<file path="src/rtl/iq_serializer.sv">
module iq_serializer #(
  parameter int WORD_W   = 16,
  parameter int NARROW_W = 12
) (
  input  logic              clk,
  input  logic              rst_n,
  input  logic              bit_en,
  input  logic              cfg_narrow,
  input  logic              cfg_lsb_first,
  input  logic              cfg_single_lane,
  input  logic              cfg_q_first,
  input  logic              cfg_half_strobe,
  input  logic              in_valid,
  input  logic [WORD_W-1:0] in_i,
  input  logic [WORD_W-1:0] in_q,
  output logic              in_ready,
  output logic              lane_a,
  output logic              lane_b,
  output logic              strobe
);
  localparam int CNT_W = $clog2(2 * WORD_W);
  localparam int PW    = $clog2(WORD_W);
  localparam int PAD   = WORD_W - NARROW_W;

  logic              active;
  logic [CNT_W-1:0]  idx;
  logic [WORD_W-1:0] wi, wq;
  logic              c_narrow, c_lsb, c_single, c_qfirst, c_half;

  logic [CNT_W:0] wlen, nbits, idx_x;
  logic           last, take, second;
  logic [PW-1:0]  b, pos;
  logic [WORD_W-1:0] word_a;

  assign idx_x  = {1'b0, idx};
  assign wlen   = c_narrow ? (CNT_W+1)'(NARROW_W) : (CNT_W+1)'(WORD_W);
  assign nbits  = c_single ? (wlen << 1) : wlen;
  assign last   = active && (idx_x == nbits - 1'b1);
  assign in_ready = !active || last;
  assign take   = in_valid && in_ready && bit_en;

  assign second = c_single && (idx_x >= wlen);
  assign b      = second ? PW'(idx_x - wlen) : PW'(idx_x);
  assign pos    = c_lsb ? PW'((c_narrow ? PAD : 0) + int'(b)) : PW'(WORD_W - 1) - b;
  assign word_a = (c_single && (c_qfirst ^ second)) ? wq : wi;

  assign lane_a = active && word_a[pos];
  assign lane_b = active && !c_single && wq[pos];
  assign strobe = active && (c_half ? (idx_x < (nbits >> 1)) : (idx == '0));

  always_ff @(posedge clk or negedge rst_n) begin
    if (!rst_n) begin
      active   <= 1'b0;
      idx      <= '0;
      wi       <= '0;
      wq       <= '0;
      c_narrow <= 1'b0;
      c_lsb    <= 1'b0;
      c_single <= 1'b0;
      c_qfirst <= 1'b0;
      c_half   <= 1'b0;
    end else if (bit_en) begin
      if (take) begin
        active   <= 1'b1;
        idx      <= '0;
        wi       <= in_i;
        wq       <= in_q;
        c_narrow <= cfg_narrow;
        c_lsb    <= cfg_lsb_first;
        c_single <= cfg_single_lane;
        c_qfirst <= cfg_q_first;
        c_half   <= cfg_half_strobe;
      end else if (last) begin
        active <= 1'b0;
        idx    <= '0;
      end else if (active) begin
        idx <= idx + 1'b1;
      end
    end
  end
endmodule

</file>
<file path="config.mk">
export PLATFORM = sky130hd
export DESIGN_NAME = iq_serializer
export DESIGN_NICKNAME = d
export VERILOG_FILES = /design/src/rtl/iq_serializer.sv
export SDC_FILE = /design/constraint.sdc
export NUM_CORES = 1
export LEC_CHECK = 0
export ABC_AREA = 1
export BUFFER_PORTS_ARGS = -buffer_cell sky130_fd_sc_hd__buf_2
export CAP_MARGIN = 10
export CORE_UTILIZATION = 30
export CTS_CLUSTER_DIAMETER = 60
export DETAILED_ROUTE_END_ITERATION = 10
export GPL_TIMING_DRIVEN = 0
export HOLD_SLACK_MARGIN = 0.15
export PLACE_DENSITY = 0.54
export SYNTH_ARGS = -nofsm -noshare
export SYNTH_HDL_FRONTEND = slang
export SYNTH_SLANG_ARGS = --single-unit
</file>
<file path="constraint.sdc">
create_clock -name clk -period 4 [get_ports clk]
set_input_delay 1 -clock clk [delete_from_list [all_inputs] [get_ports clk]]
set_output_delay 1 -clock clk [all_outputs]
set_load 0.02 [all_outputs]
</file>
==> metrics.csv, run 1 <==
stage,metric,value,unit
run_status,outcome,finished clean,
cells_and_area,FF+latch area,0.00108,mm^2
global_route,first-pass GRT wire length,10.9,mm
routing,1st-iter DRT viols,114,
yosys,number of flops mapped to enable cells by yosys,0,
critical_path,delay of the slowest cell on the worst path,0.44,ns
cts,H-Tree Depth,2,
floorplanning,floorplan row count,33,
cts,CTS tree,yes,
cells_and_area,Fillers,934,
cells_and_area,Area Growth Syn to Fin,20.7,%
timing,hold slack,0.478,ns
timing,final period utilization,94.7,%
timing,max_slew headroom,35.3,%
yosys,Syn Area/Cell,7.34,um^2
routing,WL/cell,12.4,um
critical_path,Setup crit start kind,register,
cts,Bufs on Longest Clock Path,2,
power,post-layout power,2.91,mW
critical_path,Critical Path Sink Type,output port,
yosys,sequential area share after synthesis,41.6,%
yosys,"area leader, netlist",dfrtp_1,
yosys,Unique masters post-synth,30,
timing,Final Critical Period,3.79,ns
timing,Max Clock Freq,264,MHz
yosys,top-area cell type share of the netlist area,41.6,%
yosys,post-synthesis cell count,352,
routing,drt total wl,6.41,mm
timing,skew final,0.00784,ns
cells_and_area,Antenna diodes,0,
placed_design,# port buffers,44,
routing,vias per cell,4.54,
critical_path,CP cell instances,"ha_1, or2_1, nand2_2, nand2_2, nand2_2, nand2_1, nand2_1, ha_1, or2_4, nand2_4, nand2_1, nand3_1, nand2_1, a21oi_2, buf_4",
timing,Slew @ Worst Pin,0.970,ns
floorplanning,height of the chip,94.8,um
timing,setup TNS,0,ns
placed_design,hpwl dp,4.88,mm
yosys,"Warnings, synthesis",0,
cts,total CTS buffers,5,
timing,"Slew Viols, Final",0,
yosys,asr flop ratio synth,100,%
timing,RSZ-0062 raised after global routing,no,
cts,Worst-Skew Late Latency,0.29,ns
critical_path,WP data arrival,2.79,ns
global_route,vias in the first global route,2325,
cells_and_area,"commonest non-fill, non-tap cell in the layout",nand2_1,
flow_run,max_cap viols,0,
power,LEAKAGE,1.69,nW
cells_and_area,Final #Nets,463,
critical_path,path type of the worst setup path,reg2out,
cells_and_area,multi-input logic area,0.00137,mm^2
routing,drt first pass iters,4,
yosys,cell area after synthesis,0.00258,mm^2
cells_and_area,"commonest cells after routing, fill and taps aside","nand2_1 (131), nand3_1 (57), buf_2 (48), dfrtp_1 (39), inv_1 (24)",
hold_path,Hold Path Class,reg2reg,
cells_and_area,share of cells above drive strength 1,21.9,%
global_route,largest net degree at the start of global routing,44,
cts,clock sink total,43,
timing,Final Hold Viols,0,
power,power per standard cell area,932,mW/mm^2
routing,Final ANT Viol Nets,0,
power,Peak VDD IR,0.307,mV
yosys,ys flop type,dfrtp_1,
yosys,Seq cells post-synth,43,
critical_path,slowest cell on the critical path,dfrtp_2,
critical_path,crit-path max FO,5,
placed_design,RePlAce Congestion,0.796,
cells_and_area,Final Core Density,37.8,%
floorplanning,Initial Utilization,31.3,%
yosys,Post-Syn Nets,405,
critical_path,"Data required, critical path",3.00,ns
critical_path,CP most frequent cell,nand2_1,
floorplanning,Core ar.,0.00826,mm^2
yosys,main area contributors after synthesis,"dfrtp_1 (42%), nand2_1 (19%), nand3_1 (11%)",
global_route,GRT Residual Overflow,0,
floorplanning,Die W,94.8,um
global_route,Total GRT Usage,15.5,%
global_route,initial antenna violation count,0,
floorplanning,Die ar.,0.00899,mm^2
cts,clock root cell,clkbuf_8,
floorplanning,IO Count,45,
timing,setup violation total in the final timing report,0,
routing,Remaining DRCs,0,
cts,"Reg clk slew, reported paths",0.08,ns
routing,DR vias,2343,
timing repair:
item                                    in CTS  in global routing
hold buffers                                 0                  0
gates cloned                                 0                  0
setup buffers                                4                  3
resized for setup                            7                  8
pin swaps                                    1                  2
endpoints found under the setup margin       2                  2
stage by stage:
stage | area [um^2] | std cells | setup slack [ns]
final | 3120 | 516 | 0.212
after global routing | 3120 | 516 | 0.00622
after CTS | 3070 | 513 | 0.0176
after detailed placement | 2940 | 501 | 0.0831
after global placement | 2940 | 501 | 0.0985
after floorplan | 2580 | 352 | 0.401
cell families (layout without fill, tap and decap cells):
logic type	after synthesis	after routing	synth area share [%]
adders and majority gates	12	12	5.81
buffers and inverters	40	99	6.97
xor gates and xnor gates	9	9	3.34
DFF	43	43	41.6
and+or+nand+nor	220	220	35.9
AOI/OAI and AO/OA	28	28	6.34
worst paths after layout:
path	slack [ns]	endpoint	cells after the start	from
worst min-delay path	0.48	wq[11]	2	wq[11]
max in group asynchronous	2.47	idx[2]	1	rst_n
worst max register to register	1.74	wi[12]	9	c_single
worst max-delay path	0.21	lane_a	15	idx[4]
worst min register to register	0.48	wq[11]	2	wq[11]
min in group asynchronous	0.86	wi[0]	1	rst_n
synthesized netlist by cell type (3+ instances only):
library cell    n
a21oi_1        17
buf_2           6
dfrtp_1        43
ha_1           12
inv_1          25
nand2_1       134
nand2_2         5
nand3_1        58
nor2_1         18
o211ai_1        3
xnor2_1         3
xor2_1          5
state kept, by name (all words and copies together) (netlist names):
| register | count |
|---|---|
| idx | 5 |
| active | 1 |
| c_single | 1 |
| c_qfirst | 1 |
| c_lsb | 1 |
| c_narrow | 1 |
| wi | 16 |
| wq | 16 |
| c_half | 1 |
routing by layer:
metal	part of all wire, %	track usage, %	vias to the layer above
li1	-	-	1242
met1	50	21.7	1058
met2	46	25.1	37
met3	3.0	2.66	6
met4	0.86	3.03	0
met5	0	0	-
worst max-delay path: cells and delay by family, from the launching register on:
kind / cells / cell delay, ns
buf+inv: 1 / 0.16
simple gates: 11 / 1.19
flops: 1 / 0.44
compound gates: 1 / 0.17
fa+ha+maj: 2 / 0.54
area by class of cell:
class,instances,share of cell area (%)
plain buffers,13,2.53
clock buffers,6,2.33
clock inverters,2,0.401
inverters,27,3.25
multi-input cells,269,43.7
flip-flops and latches,43,34.6
well taps,105,4.21
repair buffers,51,8.90
power breakdown:
part / total, mW / switching (mW) / internal, mW
Sequential: 0.798 / 0.161 / 0.638
Clock: 0.271 / 0.148 / 0.122
Combinational: 1.84 / 1.12 / 0.720
No activity file was read; power rests on OpenSTA's default activity.
==> run 2, diff against run 1 <==
--- a/config.mk
+++ b/config.mk
@@ -8,6 +8,7 @@
 export ABC_AREA = 1
 export BUFFER_PORTS_ARGS = -buffer_cell sky130_fd_sc_hd__buf_2
 export CAP_MARGIN = 10
+export CORE_MARGIN = 10
 export CORE_UTILIZATION = 30
 export CTS_CLUSTER_DIAMETER = 60
 export DETAILED_ROUTE_END_ITERATION = 10
==> constraint.sdc (replaced) <==
create_clock -name clk -period 4 [get_ports clk]
set_input_delay 1 -clock clk [delete_from_list [all_inputs] [get_ports clk]]
set_output_delay 1 -clock clk [all_outputs]
set_load 0.05 [all_outputs]
==> run 2 against run 1 <==
Worst hold slack about the same; critical path depth up 2; non-clock buffer count down 3; first-iteration DRC count down 46%; clock-buffer cell count unchanged; sequential power about the same; final cell count down 0.58%; sequential share of layout area down 0.30 points; worst setup slack worse by 0.033 ns; register-to-register slack worse by 0.03 ns; critical endpoint unchanged; largest cell class unchanged.
==> metrics.csv, run 2 (synthesis gave the netlist of run 1 again) <==
stage,metric,value,unit
cts,clock root cell,clkbuf_8,
placed_design,Placed Instances,501,
cells_and_area,Final #Nets,460,
timing,final period utilization,95.5,%
critical_path,WP data arrival,2.82,ns
placed_design,# port buffers,44,
hold_path,HP Start,wi[14],
floorplanning,IO Count,45,
global_route,initial antenna violation count,0,
timing,setup TNS,0,ns
critical_path,Critical Path Sink Type,output port,
floorplanning,floorplan row count,33,
timing,setup violation total in the final timing report,0,
power,LEAKAGE,1.68,nW
cells_and_area,share of cells above drive strength 1,22.5,%
cells_and_area,top flop regs,"wi: 16 flops, wq: 16 flops, idx: 5 flops",
placed_design,placed cell areas,0.00294,mm^2
routing,DR vias,2333,
timing,skew final,0.00641,ns
cells_and_area,Antenna diodes,0,
global_route,first-pass GRT wire length,12.2,mm
power,power per standard cell area,991,mW/mm^2
cts,"Reg clk slew, reported paths",0.09,ns
floorplanning,height of the chip,113,um
critical_path,crit-path max FO,5,
routing,drt first pass iters,4,
cts,Bufs on Longest Clock Path,2,
critical_path,RR Endpoint,wq[15],
routing,vias per cell,4.55,
global_route,Total GRT Usage,11.3,%
critical_path,"Largest delay share family, worst path",simple AND/OR/NAND/NOR gates,
critical_path,cell depth of the worst flop-to-flop path,10,
critical_path,"Data required, critical path",3.00,ns
critical_path,Setup crit start kind,register,
cells_and_area,Area Growth Syn to Fin,21.8,%
floorplanning,Core ar.,0.00830,mm^2
cells_and_area,Non-Filler Instances,513,
critical_path,CP most frequent cell,nand2_2,
global_route,vias in the first global route,2502,
global_route,GRT Residual Overflow,0,
timing,"Slew Viols, Final",0,
critical_path,path type of the worst setup path,reg2out,
global_route,largest net degree at the start of global routing,44,
cts,CTS tree,yes,
timing,Final Critical Period,3.82,ns
timing,Max Clock Freq,262,MHz
cts,clock sink total,43,
placed_design,hpwl dp,5.31,mm
hold_path,Hold Path Class,reg2reg,
cells_and_area,"commonest non-fill, non-tap cell in the layout",nand2_1,
timing,Final Hold Viols,0,
power,Peak VDD IR,0.366,mV
cells_and_area,post-route cell area,0.00315,mm^2
floorplanning,Initial Utilization,31.1,%
routing,Remaining DRCs,0,
critical_path,R2R setup slack,1.71,ns
hold_path,worst hold path depth,2,
cts,H-Tree Depth,2,
critical_path,worst flop-to-flop path startpoint,c_narrow,
run_status,outcome,finished clean,
routing,WL/cell,13.6,um
cells_and_area,"commonest cells after routing, fill and taps aside","nand2_1 (129), nand3_1 (58), buf_2 (48), dfrtp_1 (39), inv_1 (24)",
flow_run,max_cap viols,0,
routing,Final ANT Viol Nets,0,
timing,Slew @ Worst Pin,0.982,ns
routing,1st-iter DRT viols,61,
critical_path,CP cell instances,"inv_4, ha_4, nand2_1, inv_1, nand3_1, nand2_2, nand2_2, nand2_2, nand2_2, ha_4, or2_4, nand2_4, nand2_1, nand3_1, nand2_1, a21oi_2, buf_6",
floorplanning,Die ar.,0.0127,mm^2
floorplanning,Die W,113,um
routing,drt total wl,6.97,mm
hold_path,Worst Hold End,wi[14],
critical_path,slowest cell on the critical path,dfrtp_2,
critical_path,delay of the slowest cell on the worst path,0.48,ns
timing,max_slew headroom,34.6,%
cts,Worst-Skew Late Latency,0.30,ns
placed_design,RePlAce Congestion,0.819,
critical_path,Buf/Inv on CP,3,
cts,total CTS buffers,5,
cts,Post-CTS Hold Buffers,0,
run 2: through the flow:
stage / utilization (%) / total power, mW / worst slack, ns / hold WS [ns]
3_3_place_gp: 35.4 / 2.63 / 0.0260 / 0.455
4_1_cts: 37.1 / 3.04 / 0.0153 / 0.481
2_1_floorplan: - / 2.21 / 0.248 / 0.435
6_report: 37.9 / 3.12 / 0.179 / 0.478
3_5_place_dp: 35.4 / 2.66 / -0.0131 / 0.459
5_1_grt: 37.9 / 3.47 / -0.00471 / 0.508
run 2: what timing repair did:
item | CTS | global route
resized for setup | 11 | 11
setup endpoints to repair | 2 | 2
setup buffers | 3 | 1
pin swaps | 0 | 4
endpoints found under the hold margin | 0 | 0
run 2: layout make-up:
type	count	area, um^2
Fill cell	902	5150
Clock buffer	6	72.6
Inverter	27	104
Multi-Input combinational cell	269	1410
Sequential cell	43	1080
Timing Repair Buffer	48	263
Tap cell	105	131
Clock inverter	2	12.5
Buffer	13	78.8
run 2: worst min-delay path, cell delays in order (launching register included):
cell and delay [ns]:
dfrtp_1 0.35, nand2_1 0.05, nand2_1 0.04
run 2: per-layer routing:
| layer | vias to the layer above | track usage [%] | part of all wire, % |
|---|---|---|---|
| met5 | - | 0 | 0 |
| met4 | 0 | 2.88 | 0.90 |
| met3 | 7 | 2.59 | 4.4 |
| met2 | 51 | 18.2 | 46 |
| met1 | 1044 | 14.7 | 49 |
| li1 | 1231 | - | - |
run 2: power by group:
| part | internal (mW) | total [mW] | switching, mW |
|---|---|---|---|
| Sequential | 0.637 | 0.801 | 0.164 |
| Combinational | 0.767 | 2.04 | 1.27 |
| Clock | 0.122 | 0.281 | 0.159 |
| Total | 1.53 | 3.12 | 1.59 |
run 2: how the worst max path moves through the flow:
stage                        start     end  slack (ns)  depth (start not counted)
after floorplan           c_narrow  lane_a        0.25                         16
after CTS                   idx[3]  lane_a        0.02                         16
final                     c_narrow  lane_a        0.18                         17
after detailed placement  c_narrow  lane_a       -0.01                         17
after global routing      c_narrow  lane_b      -0.005                         16
after global placement    c_narrow  lane_a        0.03                         17
==> run 3, diff against run 2 <==
--- a/config.mk
+++ b/config.mk
@@ -8,11 +8,11 @@
 export ABC_AREA = 1
 export BUFFER_PORTS_ARGS = -buffer_cell sky130_fd_sc_hd__buf_2
 export CAP_MARGIN = 10
-export CORE_MARGIN = 10
+export CORE_MARGIN = 2
 export CORE_UTILIZATION = 30
 export CTS_CLUSTER_DIAMETER = 60
 export DETAILED_ROUTE_END_ITERATION = 10
-export GPL_TIMING_DRIVEN = 0
+export GPL_TIMING_DRIVEN = 1
 export HOLD_SLACK_MARGIN = 0.15
 export PLACE_DENSITY = 0.54
 export SYNTH_ARGS = -nofsm -noshare
==> run 3 against run 2 <==
Largest power group unchanged; register-to-register slack lost 0.39 ns; clock skew is essentially flat; clock-buffer cell count shrank 1; utilization grew 0.15 points; first-iteration DRC count grew 30%; global-route usage grew 3.7 points.
==> metrics.csv, run 3 (synthesis gave the netlist of run 1 again) <==
stage,metric,value,unit
run_status,outcome,finished clean,
cts,CTS tree,yes,
power,Peak VDD IR,0.633,mV
floorplanning,floorplan row count,33,
hold_path,Hold Path Class,reg2reg,
critical_path,path type of the worst setup path,reg2out,
cts,Post-CTS Hold Buffers,0,
routing,Met2 Wirelength,2.97,mm
timing,Final Hold Viols,0,
floorplanning,Core ar.,0.00830,mm^2
floorplanning,Die ar.,0.00938,mm^2
timing,final period utilization,95.2,%
cells_and_area,"commonest cells after routing, fill and taps aside","nand2_1 (132), nand3_1 (57), buf_2 (42), dfrtp_1 (41), inv_1 (24)",
global_route,initial antenna violation count,0,
cts,Worst-Skew Late Latency,0.30,ns
timing,"Slew Viols, Final",0,
routing,WL/cell,13.0,um
floorplanning,Die W,96.8,um
cells_and_area,Antenna diodes,0,
global_route,largest net degree at the start of global routing,44,
cts,clock root cell,clkbuf_8,
routing,Remaining DRCs,0,
cts,Bufs on Longest Clock Path,2,
cells_and_area,Area Growth Syn to Fin,22.3,%
routing,drt first pass iters,4,
cells_and_area,share of cells above drive strength 1,21.3,%
critical_path,slowest cell on the critical path,dfrtp_2,
timing,Max Clock Freq,263,MHz
global_route,GRT Residual Overflow,0,
placed_design,hpwl dp,4.98,mm
routing,Final ANT Viol Nets,0,
cells_and_area,Final Core Density,38.1,%
power,LEAKAGE,1.70,nW
timing,hold slack,0.479,ns
floorplanning,IO Count,45,
floorplanning,height of the chip,96.8,um
power,power per standard cell area,1030,mW/mm^2
routing,1st-iter DRT viols,79,
cells_and_area,top flop regs,"wi: 16 flops, wq: 16 flops, idx: 5 flops",
floorplanning,Initial Utilization,31.1,%
placed_design,Placed Instances,494,
cts,clock sink total,43,
critical_path,CP most frequent cell,nand2_1,
cells_and_area,"commonest non-fill, non-tap cell in the layout",nand2_1,
timing,setup violation total in the final timing report,0,
placed_design,# port buffers,44,
cts,"Reg clk slew, reported paths",0.09,ns
critical_path,delay of the slowest cell on the worst path,0.44,ns
placed_design,RePlAce Congestion,0.891,
critical_path,crit-path max FO,5,
routing,vias per cell,4.64,
cts,total CTS buffers,5,
critical_path,CP cell instances,"inv_2, ha_4, nand2_1, inv_1, nand3_2, nand2_2, nand2_1, nand2_1, nand2_1, ha_1, or2_4, nand2_4, nand2_1, nand3_1, nand2_1, a21oi_2, buf_6",
timing,Final Critical Period,3.81,ns
timing,max_slew headroom,34.9,%
routing,Max Used Layer,met4,
routing,DR vias,2356,
routing,Met3 Wirelength,260,um
flow_run,max_cap viols,0,
cells_and_area,Final #Nets,455,
routing,met1 WL,3.33,mm
global_route,Total GRT Usage,15.0,%
routing,drt total wl,6.62,mm
critical_path,"Data required, critical path",3.00,ns
cells_and_area,multi-input logic area,0.00139,mm^2
cells_and_area,FF+latch area,0.00108,mm^2
global_route,vias in the first global route,2344,
critical_path,Critical Path Sink Type,output port,
critical_path,WP data arrival,2.81,ns
cells_and_area,Fillers,908,
timing,Slew @ Worst Pin,0.977,ns
cts,H-Tree Depth,2,
cells_and_area,Non-Filler Instances,508,
power,post-layout power,3.24,mW
global_route,first-pass GRT wire length,11.6,mm
timing,skew final,0.00675,ns
critical_path,Setup crit start kind,register,
run 3: cell types whose count changed in the layout (fill, tap and decap cells not counted), sizes merged:
| cell | change |
|---|---|
| bufinv | +2 |
| clkbuf | -3 |
| buf | -3 |
| clkinv | -1 |
run 3: through the flow:
stage               setup TNS, ns  setup WS [ns]  area (um^2)
floorplan                       0          0.248         2590
detailed placement              0          0.119         2910
global route              -0.0620        -0.0330         3160
CTS                             0        0.00257         3070
finish                          0          0.191         3160
global placement                0          0.199         2910
run 3: what timing repair did:
item                                    in CTS  in global routing
endpoints found under the setup margin       2                  2
setup buffers                                1                  5
cloned                                       0                  0
pin swaps                                    0                  2
gates resized for setup                      6                 10
run 3: critical path: cells and delay by family, from the launching register on:
| family | cells | cell delay [ns] |
|---|---|---|
| simple gates | 11 | 1.03 |
| fa+ha+maj | 2 | 0.57 |
| flops | 1 | 0.44 |
| buf+inv | 3 | 0.32 |
| compound gates | 1 | 0.13 |
run 3: final cells by class:
| class | instances | area share (%) |
|---|---|---|
| multi-input cells | 269 | 44.0 |
| flip-flops and latches | 43 | 34.1 |
| repair buffers | 56 | 10.2 |
| well taps | 105 | 4.16 |
| inverters | 27 | 3.21 |
| clock buffers | 5 | 2.18 |
| clock inverters | 3 | 2.14 |
run 3: where the power goes:
| part | internal (mW) | switching (mW) | leakage (nW) | total, mW |
|---|---|---|---|---|
| Clock | 0.249 | 0.161 | 0.0644 | 0.410 |
| Combinational | 0.760 | 1.28 | 1.11 | 2.04 |
| Sequential | 0.636 | 0.162 | 0.519 | 0.798 |
| Total | 1.65 | 1.60 | 1.70 | 3.24 |
run 3: per-layer routing:
| layer | vias up | GRT usage [%] |
|---|---|---|
| met5 | - | 0 |
| met4 | 0 | 3.36 |
| met3 | 6 | 2.60 |
| met2 | 43 | 23.2 |
| met1 | 1080 | 21.9 |
| li1 | 1227 | - |
run 3: worst paths after layout:
path | start | end | slack, ns | depth (start not counted)
setup / recovery | c_narrow | lane_a | 0.19 | 17
setup reg to reg | c_single | wi[15] | 1.32 | 10
hold / removal | wq[12] | wq[12] | 0.48 | 2
min in group asynchronous | rst_n | wi[2] | 0.83 | 1
max in group asynchronous | rst_n | c_narrow | 2.48 | 1
hold reg to reg | wq[12] | wq[12] | 0.48 | 2
